## src/rtl/vpa_pkg.sv

```systemverilog
`timescale 1ns/1ps
package vpa_pkg;
    typedef enum logic [1:0] {
        ST_EMPTY = 2'd0,
        ST_WAIT  = 2'd1,
        ST_ISSUE = 2'd2
    } align_state_e;
endpackage

```

## src/rtl/vpa_hdr_decode.sv

```systemverilog
`timescale 1ns/1ps
module vpa_hdr_decode #(
    parameter int MAX_SLOTS = 4,
    localparam int HDR_W = $clog2(MAX_SLOTS),
    localparam int LEN_W = $clog2(MAX_SLOTS + 1)
) (
    input  logic [HDR_W-1:0] hdr_field,
    output logic [LEN_W-1:0] pkt_len
);
    // Header field stores count minus one.
    assign pkt_len = LEN_W'(hdr_field) + LEN_W'(1);
endmodule

```

## src/rtl/vpa_word_buf.sv

```systemverilog
`timescale 1ns/1ps
module vpa_word_buf #(
    parameter int WORD_W      = 32,
    parameter int FETCH_WORDS = 4,
    parameter int MAX_SLOTS   = 4,
    parameter int BUF_WORDS   = 8,
    localparam int CNT_W = $clog2(BUF_WORDS + 1),
    localparam int HDR_W = $clog2(MAX_SLOTS),
    localparam int BUF_W = BUF_WORDS * WORD_W
) (
    input  logic                          clk,
    input  logic                          rst_n,
    input  logic                          clr,
    input  logic                          push,
    input  logic [FETCH_WORDS*WORD_W-1:0] push_data,
    input  logic [CNT_W-1:0]              pop_n,
    output logic [MAX_SLOTS*WORD_W-1:0]   front_q,
    output logic [CNT_W-1:0]              cnt_q,
    output logic [CNT_W-1:0]              cnt_nxt,
    output logic [HDR_W-1:0]              hdr_nxt
);
    logic [BUF_W-1:0] flat_q;
    logic [BUF_W-1:0] flat_nxt;
    logic [CNT_W-1:0] remain;

    always_comb begin
        remain   = cnt_q - pop_n;
        // Words above the count are always zero, so the shifted-in zeros
        // leave room for the new window to be OR-ed in after the survivors.
        flat_nxt = flat_q >> (pop_n * WORD_W);
        if (push) begin
            flat_nxt = flat_nxt | (BUF_W'(push_data) << (remain * WORD_W));
        end
        cnt_nxt = remain + (push ? CNT_W'(FETCH_WORDS) : '0);
        if (clr) begin
            flat_nxt = '0;
            cnt_nxt  = '0;
        end
    end

    always_ff @(posedge clk or negedge rst_n) begin
        if (!rst_n) begin
            flat_q <= '0;
            cnt_q  <= '0;
        end else begin
            flat_q <= flat_nxt;
            cnt_q  <= cnt_nxt;
        end
    end

    assign front_q = flat_q[MAX_SLOTS*WORD_W-1:0];
    assign hdr_nxt = flat_nxt[WORD_W-1 -: HDR_W];
endmodule

```

## src/rtl/vpa_slot_drive.sv

```systemverilog
`timescale 1ns/1ps
module vpa_slot_drive #(
    parameter int WORD_W    = 32,
    parameter int MAX_SLOTS = 4,
    localparam int LEN_W = $clog2(MAX_SLOTS + 1)
) (
    input  logic [MAX_SLOTS*WORD_W-1:0] front,
    input  logic [LEN_W-1:0]            pkt_len,
    output logic [MAX_SLOTS*WORD_W-1:0] slots,
    output logic [MAX_SLOTS-1:0]        mask
);
    for (genvar s = 0; s < MAX_SLOTS; s++) begin : g_slot
        assign mask[s] = pkt_len > LEN_W'(s);
        assign slots[s*WORD_W +: WORD_W] = mask[s] ? front[s*WORD_W +: WORD_W] : '0;
    end
endmodule

```

## src/rtl/vpa_packet_aligner.sv

```systemverilog
`timescale 1ns/1ps
module vpa_packet_aligner #(
    parameter int WORD_W      = 32,
    parameter int FETCH_WORDS = 4,
    parameter int MAX_SLOTS   = 4,
    parameter int BUF_WORDS   = 8,
    localparam int CNT_W = $clog2(BUF_WORDS + 1),
    localparam int HDR_W = $clog2(MAX_SLOTS),
    localparam int LEN_W = $clog2(MAX_SLOTS + 1)
) (
    input  logic                          clk,
    input  logic                          rst_n,
    input  logic                          flush,
    input  logic                          in_valid,
    input  logic [FETCH_WORDS*WORD_W-1:0] in_window,
    output logic                          in_ready,
    output logic                          out_valid,
    output logic [MAX_SLOTS*WORD_W-1:0]   out_slots,
    output logic [MAX_SLOTS-1:0]          out_mask,
    output logic [LEN_W-1:0]              out_count
);
    import vpa_pkg::*;

    align_state_e state_q, state_nxt;

    logic                        accept;
    logic                        issue;
    logic [CNT_W-1:0]            pop_n;
    logic [MAX_SLOTS*WORD_W-1:0] front;
    logic [CNT_W-1:0]            cnt_q, cnt_nxt;
    logic [HDR_W-1:0]            hdr_nxt;
    logic [LEN_W-1:0]            head_len, nxt_len;
    logic [MAX_SLOTS*WORD_W-1:0] drv_slots;
    logic [MAX_SLOTS-1:0]        drv_mask;

    assign in_ready = !flush && (cnt_q <= CNT_W'(BUF_WORDS - FETCH_WORDS));
    assign accept   = in_valid && in_ready;
    assign pop_n    = issue ? CNT_W'(head_len) : '0;

    vpa_word_buf #(
        .WORD_W(WORD_W), .FETCH_WORDS(FETCH_WORDS),
        .MAX_SLOTS(MAX_SLOTS), .BUF_WORDS(BUF_WORDS)
    ) u_buf (
        .clk(clk), .rst_n(rst_n), .clr(flush), .push(accept),
        .push_data(in_window), .pop_n(pop_n), .front_q(front),
        .cnt_q(cnt_q), .cnt_nxt(cnt_nxt), .hdr_nxt(hdr_nxt)
    );

    vpa_hdr_decode #(.MAX_SLOTS(MAX_SLOTS)) u_hdr_now (
        .hdr_field(front[WORD_W-1 -: HDR_W]), .pkt_len(head_len)
    );

    vpa_hdr_decode #(.MAX_SLOTS(MAX_SLOTS)) u_hdr_nxt (
        .hdr_field(hdr_nxt), .pkt_len(nxt_len)
    );

    vpa_slot_drive #(.WORD_W(WORD_W), .MAX_SLOTS(MAX_SLOTS)) u_drive (
        .front(front), .pkt_len(head_len), .slots(drv_slots), .mask(drv_mask)
    );

    // Next state from what the buffer will hold after this edge.
    always_comb begin
        if (flush || cnt_nxt == '0) begin
            state_nxt = ST_EMPTY;
        end else if (cnt_nxt >= CNT_W'(nxt_len)) begin
            state_nxt = ST_ISSUE;
        end else begin
            state_nxt = ST_WAIT;
        end
    end

    always_ff @(posedge clk or negedge rst_n) begin
        if (!rst_n) begin
            state_q <= ST_EMPTY;
        end else begin
            state_q <= state_nxt;
        end
    end

    always_comb begin
        unique case (state_q)
            ST_EMPTY: issue = 1'b0;
            ST_WAIT:  issue = 1'b0;
            ST_ISSUE: issue = 1'b1;
            default:  issue = 1'b0;
        endcase
    end

    always_ff @(posedge clk or negedge rst_n) begin
        if (!rst_n) begin
            out_valid <= 1'b0;
            out_slots <= '0;
            out_mask  <= '0;
            out_count <= '0;
        end else if (flush || !issue) begin
            out_valid <= 1'b0;
            out_slots <= '0;
            out_mask  <= '0;
            out_count <= '0;
        end else begin
            out_valid <= 1'b1;
            out_slots <= drv_slots;
            out_mask  <= drv_mask;
            out_count <= head_len;
        end
    end
endmodule

```

## config.mk

```make
export PLATFORM = sky130hd
export DESIGN_NAME = vpa_packet_aligner
export DESIGN_NICKNAME = d
export VERILOG_FILES = /design/src/rtl/vpa_pkg.sv /design/src/rtl/vpa_hdr_decode.sv /design/src/rtl/vpa_word_buf.sv /design/src/rtl/vpa_slot_drive.sv /design/src/rtl/vpa_packet_aligner.sv
export SDC_FILE = /design/constraint.sdc
export NUM_CORES = 1
export LEC_CHECK = 0
export CAP_MARGIN = 0
export CORE_MARGIN = 10
export CORE_UTILIZATION = 60
export CTS_CLUSTER_DIAMETER = 80
export DETAILED_ROUTE_END_ITERATION = 12
export DONT_BUFFER_PORTS = 1
export PLACE_DENSITY_LB_ADDON = 0.05
export RECOVER_POWER = 100
export SYNTH_ARGS = -nofsm -noshare
export SYNTH_HDL_FRONTEND = slang
export SYNTH_SLANG_ARGS = --single-unit
```

## constraint.sdc

```tcl
create_clock -name clk -period 11.7 [get_ports clk]
set_input_delay 1.755 -clock clk [delete_from_list [all_inputs] [get_ports clk]]
set_output_delay 1.755 -clock clk [all_outputs]
set_load 0.1 [all_outputs]
```

==> summary.md, run 1 <==
| Metric | Value |
|---|---|
| Post-synth EDFFs | 0 |
| Clock Tree Root | clkbuf_16 |
| Critical R2R Launch | u_buf.flat_q[30]$_DFF_PN0_ |
| Synth top area share | 0.374 |
| Post-cts resize count | 0 |
| Worst-path cell chain | ha_1 > and3b_1 > inv_6 > ha_1 > xor2_4 > clkinv_2 > nor4b_1 > nand2_2 > buf_4 > o211ai_1 |
| Sequential area share after synthesis | 0.374 |
| FF-to-FF End | u_buf.flat_q[48]$_DFF_PN0_ |
| R2R setup slack | 2.11 ns |
| Inst Count DP | 3097 |
| Antenna-violating nets left | 0 |
| RSZ-0062 raised after global routing | false |
| Pin count of the biggest net entering global routing | 398 |
| Max-cap violations | 16 |
| Worst Path Arrival | 10.08 ns |
| Max-slew headroom | -2.22 |
| Die Ht | 230 um |
| Fraction of layout cells with a size suffix above 1 | 0.0947 |
| CP max stage delay | 2.08 ns |
| Clk buf depth | 3 |
| Core footprint | 44000 um2 |
| Leading area contributor after synthesis | dfrtp_1 |
| Peak Freq | 0.104 GHz |
| DRT iter0 DRCs | 3825 |
| CTS tree | done |
| First-pass GRT wire length | 155000 um |
| PD cells | 339 nW/um2 |
| P&R area growth vs syn | 5.20% |
| Status | finished, violations left |
| Top cell by count, worst path | ha_1 |
| Routability cong. | 0.941 |
| Critical path data required time | 12.19 ns |
| Worst Setup Start Kind | flop |
| Critical path's slowest cell | dfrtp_1 |
| Leakage | 0.0121 uW |
| Mapped Cells | 2767 |
| Post-route DRC violation count | 0 |
| Clk Latency, worst-skew pair | 0.61 ns |
| Fillers | 3640 |
| FFs w/ async S/R, synth | 1.00 |
| Min cycle time layout | 9.59 ns |
| CTS clk-pin slew, worst paths | 0.06 ns |
| Final Non-Filler Cells | 3181 |
| Worst setup path start | u_buf.flat_q[30]$_DFF_PN0_ |
| Post-CTS Setup Inserts | 0 |
| Max IR drop VDD | 0.599 mV |
| Dpl cell area | 26600 um2 |
| Seq cells post-synth | 397 |
| GRT Total Usage | 0.377 |
| Synthesized cell area | 26600 um2 |
| Initial antenna violation count | 4 |
| Worst Path Max Fanout | 57 |
| Period Utilization, post-route | 0.820 |
| CP Capture Type | flop |
| DR vias | 25100 |
| Worst setup path endpoint | u_buf.flat_q[48]$_DFF_PN0_ |
| Dpl hpwl | 58000 um |
| Initial Utilization | 0.603 |
| Hold Crit Class | reg -> reg |
| Mean post-synth cell area | 9.60 um2 |
| Final hold viol count | 0 |
| Grt total ovfl | 0 |
| Drt first pass iters | 6 |
| Via-to-Cell Ratio | 7.88 |
| Wire length per cell | 33.0 um |
| Vias in the first global route | 24200 |
| IO buf count | 0 |
| Top post-synthesis cells by area | dfrtp_1, mux2i_1, mux4_2 |
| Number of setup violations in the final report | 0 |
| Synth unique cells | 64 |
| Design area | 28000 um2 |
| Failing checks | capacitance limit, slew limit |
| Syn nets | 2911 |
| Post-synth top flop | dfrtp_1 |
| CTS Buf Count | 46 |
| Die Area | 53100 um2 |
| CTS Hold Bufs | 0 |
| H-tree depth | 2 |
| Die width | 230 um |
| Layout net count | 2697 |
| # rows | 77 |
| Number of clock sinks | 397 |
| Slew Limit Fails | 650 |
| Setup_tns | 0 ns |
| Warning count from the yosys run | 0 |
| Pin slew with the least headroom to its limit | 4.84 ns |
| Setup CP Type | reg -> reg |
| Reg2Reg Depth | 10 |
| Worst Skew | 0.0190 ns |
| Final WL | 105000 um |
| I/O Pins | 269 |
synth_stat cells, types with 4 or more instances:
| library cell | number |
|---|---|
| nand2_1 | 184 |
| a31o_2 | 22 |
| a22oi_1 | 29 |
| buf_2 | 85 |
| a21oi_1 | 93 |
| o21ai_0 | 16 |
| a221o_1 | 54 |
| nor2b_1 | 4 |
| o221ai_1 | 38 |
| buf_4 | 11 |
| a211oi_1 | 38 |
| o31a_1 | 24 |
| clkbuf_1 | 182 |
| mux2i_1 | 340 |
| o31ai_1 | 6 |
| nand4_1 | 32 |
| nor3_1 | 39 |
| o211ai_1 | 76 |
| inv_1 | 36 |
| mux4_2 | 44 |
| o2111ai_1 | 25 |
| or3b_1 | 4 |
| nor3_2 | 4 |
| o2bb2ai_1 | 39 |
| and3_1 | 119 |
| buf_1 | 29 |
| o211ai_2 | 10 |
| a31o_1 | 7 |
| ha_1 | 11 |
| dfrtp_1 | 397 |
| mux2_2 | 36 |
| a32oi_1 | 60 |
| nor2_1 | 190 |
| a22o_1 | 65 |
| o22ai_1 | 93 |
| nand2b_1 | 36 |
| a221oi_1 | 4 |
| a2bb2oi_1 | 86 |
| and2_1 | 64 |
| o21ai_1 | 6 |
| nand3_1 | 90 |
registers in the layout (all words and copies together) (netlist names):
| name | count |
|---|---|
| u_buf.cnt_q | 4 |
| state_q | 2 |
| out_count | 3 |
| out_valid | 1 |
| u_buf.flat_q | 256 |
| out_mask | 3 |
| out_slots | 128 |
stage by stage:
step / hold slack (ns) / util / setup slack, ns / power [uW]
2_1_floorplan: 0.494 / - / 5.71 / 6200
4_1_cts: 0.547 / 0.639 / 4.48 / 9220
6_report: 0.544 / 0.635 / 2.11 / 9470
3_3_place_gp: 0.524 / 0.604 / 4.69 / 7600
3_5_place_dp: 0.530 / 0.604 / 4.53 / 7720
5_1_grt: 0.566 / 0.635 / 2.04 / 9790
critical path, delay by kind of cell (launching register included):
| family | cells | cell delay, ns |
|---|---|---|
| simple gates | 3 | 3.65 |
| buf+inv | 3 | 1.59 |
| flops | 1 | 2.08 |
| fa+ha+maj | 2 | 1.66 |
| compound gates | 1 | 0.26 |
| xor+xnor | 1 | 0.19 |
per-layer routing:
metal,up-vias,routed length (um),share of wire,global-route usage
met4,6,5910,0.056,0.185
met3,445,15800,0.15,0.130
li1,10200,-,-,-
met1,12300,38500,0.37,0.485
met5,-,40,0.00038,0
met2,2082,44700,0.43,0.559
layout make-up:
class,instances,area [um2],share of cell area
Clock inverter,18,228,0.00815
Clock buffer,65,1280,0.0459
Sequential cell,397,9930,0.355
Timing Repair Buffer,48,355,0.0127
Inverter,39,158,0.00564
Antenna cell,1,2.50,0.0000895
Multi-Input combinational cell,2021,15300,0.546
Tap cell,592,741,0.0265
logic make-up after synthesis:
kind of cell             share of synthesized area
adder cells (fa/ha/maj)                    0.00593
flip-flops                                   0.374
buffers and inverters                       0.0559
XOR/XNOR                                   0.00127
AO/OA/AOI/OAI                                0.238
multiplexers                                 0.181
AND/OR/NAND/NOR                              0.144
worst min path at each step:
| stage | start | endpoint | cells past startpoint |
|---|---|---|---|
| 2_1_floorplan | u_buf.flat_q[95]$_DFF_PN0_ | out_slots[95]$_DFF_PN0_ | 1 |
| 3_3_place_gp | u_buf.flat_q[84]$_DFF_PN0_ | out_slots[84]$_DFF_PN0_ | 1 |
| 3_5_place_dp | u_buf.flat_q[84]$_DFF_PN0_ | out_slots[84]$_DFF_PN0_ | 1 |
| 4_1_cts | u_buf.flat_q[17]$_DFF_PN0_ | out_slots[17]$_DFF_PN0_ | 1 |
| 5_1_grt | u_buf.flat_q[14]$_DFF_PN0_ | out_slots[14]$_DFF_PN0_ | 1 |
| 6_report | u_buf.flat_q[17]$_DFF_PN0_ | out_slots[17]$_DFF_PN0_ | 1 |
power breakdown:
part           total (uW)  leakage [uW]  switching (uW)  internal [uW]
combinational        5730       0.00595            3620           2110
clock                1500      0.000739             622            874
sequential           2250       0.00544             575           1670
total                9470        0.0121            4810           4660
placed cells by master (no fill, tap or decap), types with 36 or more instances in the layout:
| cell | count |
|---|---|
| a32oi_1 | 60 |
| a211oi_1 | 38 |
| dfrtp_1 | 397 |
| nand3_1 | 90 |
| and2_0 | 46 |
| a21oi_1 | 93 |
| o211ai_1 | 85 |
| nor2_1 | 185 |
| o2bb2ai_1 | 39 |
| and3_1 | 118 |
| a22o_1 | 65 |
| nor3_1 | 40 |
| o221ai_1 | 38 |
| clkbuf_16 | 47 |
| mux2_2 | 36 |
| mux4_2 | 44 |
| nand2_1 | 179 |
| mux2i_1 | 340 |
| o22ai_1 | 93 |
| a221o_1 | 54 |
| buf_4 | 36 |
| a2bb2oi_1 | 86 |
No activity file was read; power rests on OpenSTA's default activity.
==> run 2, diff against run 1 <==
clock period = 10.05 ns   (was 11.7 ns; I/O delays follow)
==> run 2 against run 1 <==
  * The run still ends with capacitance limit, slew limit left
  * First-iteration DRC count fell by 4.4%
  * Flip-flop and latch count did not move
  * Final cell count fell by 0.19%
  * Critical path depth rose by 1
  * Critical path type unchanged
  * Largest cell class unchanged
==> summary.md, run 2 (synthesized netlist as in run 1, its figures left out) <==
| Metric | Value |
|---|---|
| Die width | 230 um (unchanged) |
| Max-cap violations | 13 (was 16) |
| Setup WS post-layout | 1.61 ns (was 2.11 ns) |
| Post-cts resize count | 0 (unchanged) |
| CTS tree | done (unchanged) |
| Setup_tns | 0 ns (unchanged) |
| Fillers | 3665 (was 3640) |
| Worst Path Arrival | 8.95 ns (was 10.08 ns) |
| Grt total ovfl | 0 (unchanged) |
| Worst Skew | 0.0153 ns (was 0.0190 ns) |
| DRT iter0 DRCs | 3656 (was 3825) |
| Final Non-Filler Cells | 3175 (was 3181) |
| Pin slew with the least headroom to its limit | 3.47 ns (was 4.84 ns) |
| Max IR drop VDD | 0.475 mV (was 0.599 mV) |
| Antenna-violating nets left | 0 (unchanged) |
| Grt peak-use layer | met2 (unchanged) |
| Top Registers | u_buf.flat_q (256), out_slots (128), u_buf.cnt_q (4) (unchanged) |
| Die Area | 53100 um2 (unchanged) |
| Post-CTS Setup Inserts | 0 (unchanged) |
| Clk Latency, worst-skew pair | 0.61 ns (about the same) |
| Fraction of layout cells with a size suffix above 1 | 0.0972 (was 0.0947) |
| Critical path data required time | 10.56 ns (was 12.19 ns) |
| Min cycle time layout | 8.44 ns (was 9.59 ns) |
| Status | finished, violations left (unchanged) |
| Die Ht | 230 um (unchanged) |
| Worst Path Max Fanout | 77 (was 57) |
| PD cells | 394 nW/um2 (was 339 nW/um2) |
| Layout net count | 2689 (was 2697) |
| Clk buf depth | 3 (unchanged) |
| I/O Pins | 269 (unchanged) |
| Commonest non-fill, non-tap cell in the layout | dfrtp_1 (unchanged) |
| CP Capture Type | flop (unchanged) |
| Wire length per cell | 32.5 um (was 33.0 um) |
| Via-to-Cell Ratio | 7.78 (was 7.88) |
| Dpl hpwl | 56200 um (was 58000 um) |
| Number of setup violations in the final report | 0 (unchanged) |
| Failing checks | capacitance limit, slew limit (unchanged) |
| H-tree depth | 2 (unchanged) |
| Met2 Usage GRT | 0.551 (was 0.559) |
| Initial antenna violation count | 1 (was 4) |
| Final WL | 103000 um (was 105000 um) |
| Number of clock sinks | 397 (unchanged) |
| Leakage | 0.0122 uW (was 0.0121 uW) |
| Routability cong. | 0.882 (was 0.941) |
| Drt first pass iters | 9 (was 6) |
| Core footprint | 44000 um2 (unchanged) |
| Register Area | 9940 um2 (was 9930 um2) |
| Post-route DRC violation count | 0 (unchanged) |
| GRT Total Usage | 0.373 (was 0.377) |
| Post-place setup slack | 3.29 ns (was 4.53 ns) |
| Peak Freq | 0.118 GHz (was 0.104 GHz) |
| Vias in the first global route | 24200 (about the same) |
| Max reg flops | 256 (unchanged) |
| CTS clk-pin slew, worst paths | 0.06 ns (about the same) |
| RSZ-0062 raised after global routing | false (unchanged) |
| First-pass GRT wire length | 154000 um (was 155000 um) |
| Biggest register | u_buf.flat_q (unchanged) |
| IO buf count | 0 (unchanged) |
| Footprint of the multi-input gates | 15300 um2 (about the same) |
| Initial Utilization | 0.603 (unchanged) |
| Hold Crit Class | reg -> reg (unchanged) |
| GR Util met1 | 0.483 (was 0.485) |
| Commonest cells after routing, fill and taps aside | dfrtp_1, mux2i_1, nor2_1 (unchanged) |
| CTS Buf Count | 45 (was 46) |
| CTS Hold Bufs | 0 (unchanged) |
| Pin count of the biggest net entering global routing | 398 (unchanged) |
| Slew Limit Fails | 511 (was 650) |
| Setup CP Type | reg -> reg (unchanged) |
| P&R area growth vs syn | 5.43% (was 5.20%) |
| Clock Tree Root | clkbuf_16 (unchanged) |
| Max-slew headroom | -1.32 (was -2.22) |
| DR vias | 24700 (was 25100) |
| Final hold viol count | 0 (unchanged) |
| Period Utilization, post-route | 0.840 (was 0.820) |
| Worst Setup Start Kind | flop (unchanged) |
| Inst Count DP | 3090 (was 3097) |
| Met3 Usage GRT | 0.128 (was 0.130) |
| # rows | 77 (unchanged) |
## run 2: stage by stage
stage	instance area (um2)	util	hold WS, ns	power, uW
detailed placement	26600	0.603	0.526	8980
global placement	26600	0.603	0.522	8840
floorplan	26600	-	0.494	7220
finish	28000	0.636	0.542	11000
global route	28000	0.636	0.563	11400
CTS	28200	0.639	0.546	10800
## run 2: path summary, 6_finish.rpt
kind	startpoint	end	slack, ns	cells after the start
max in group asynchronous	rst_n	u_buf.flat_q[168]$_DFF_PN0_	8.75	0
worst min register to register	u_buf.flat_q[14]$_DFF_PN0_	out_slots[14]$_DFF_PN0_	0.54	1
worst min-delay path	u_buf.flat_q[14]$_DFF_PN0_	out_slots[14]$_DFF_PN0_	0.54	1
min in group asynchronous	rst_n	u_buf.flat_q[249]$_DFF_PN0_	0.61	0
worst max register to register	u_buf.flat_q[30]$_DFF_PN0_	u_buf.flat_q[203]$_DFF_PN0_	1.61	11
worst max-delay path	u_buf.flat_q[30]$_DFF_PN0_	u_buf.flat_q[203]$_DFF_PN0_	1.61	11
## run 2: per-layer routing
| metal | up-vias | share of wire |
|---|---|---|
| li1 | 10200 | - |
| met1 | 12200 | 0.37 |
| met2 | 1921 | 0.44 |
| met3 | 389 | 0.14 |
| met4 | 2 | 0.051 |
| met5 | - | 0.000068 |
## run 2: area by class of cell
| class | count | share of cell area |
|---|---|---|
| multi-input combinational | 2021 | 0.545 |
| sequential | 397 | 0.355 |
| clock buffer | 68 | 0.0509 |
| tap | 592 | 0.0264 |
| timing repair buffer | 41 | 0.0114 |
| clock inverter | 16 | 0.00590 |
| inverter | 39 | 0.00563 |
| antenna | 1 | 0.0000893 |
## run 2: worst max-delay path: stages (launching register included)
cell and delay, ns:
dfrtp_4 0.41, buf_4 0.75, or3b_1 1.74, inv_1 0.20, ha_1 0.38, fa_4 1.45
clkbuf_2 1.48, nor2b_4 0.84, buf_4 0.49, a22o_1 0.24, a21oi_1 0.08, o22ai_1 0.19
## run 2: power by group
group / switching [uW] / internal [uW] / total, uW
sequential: 623 / 1950 / 2570
combinational: 4230 / 2450 / 6680
clock: 732 / 1060 / 1790
total: 5580 / 5450 / 11000
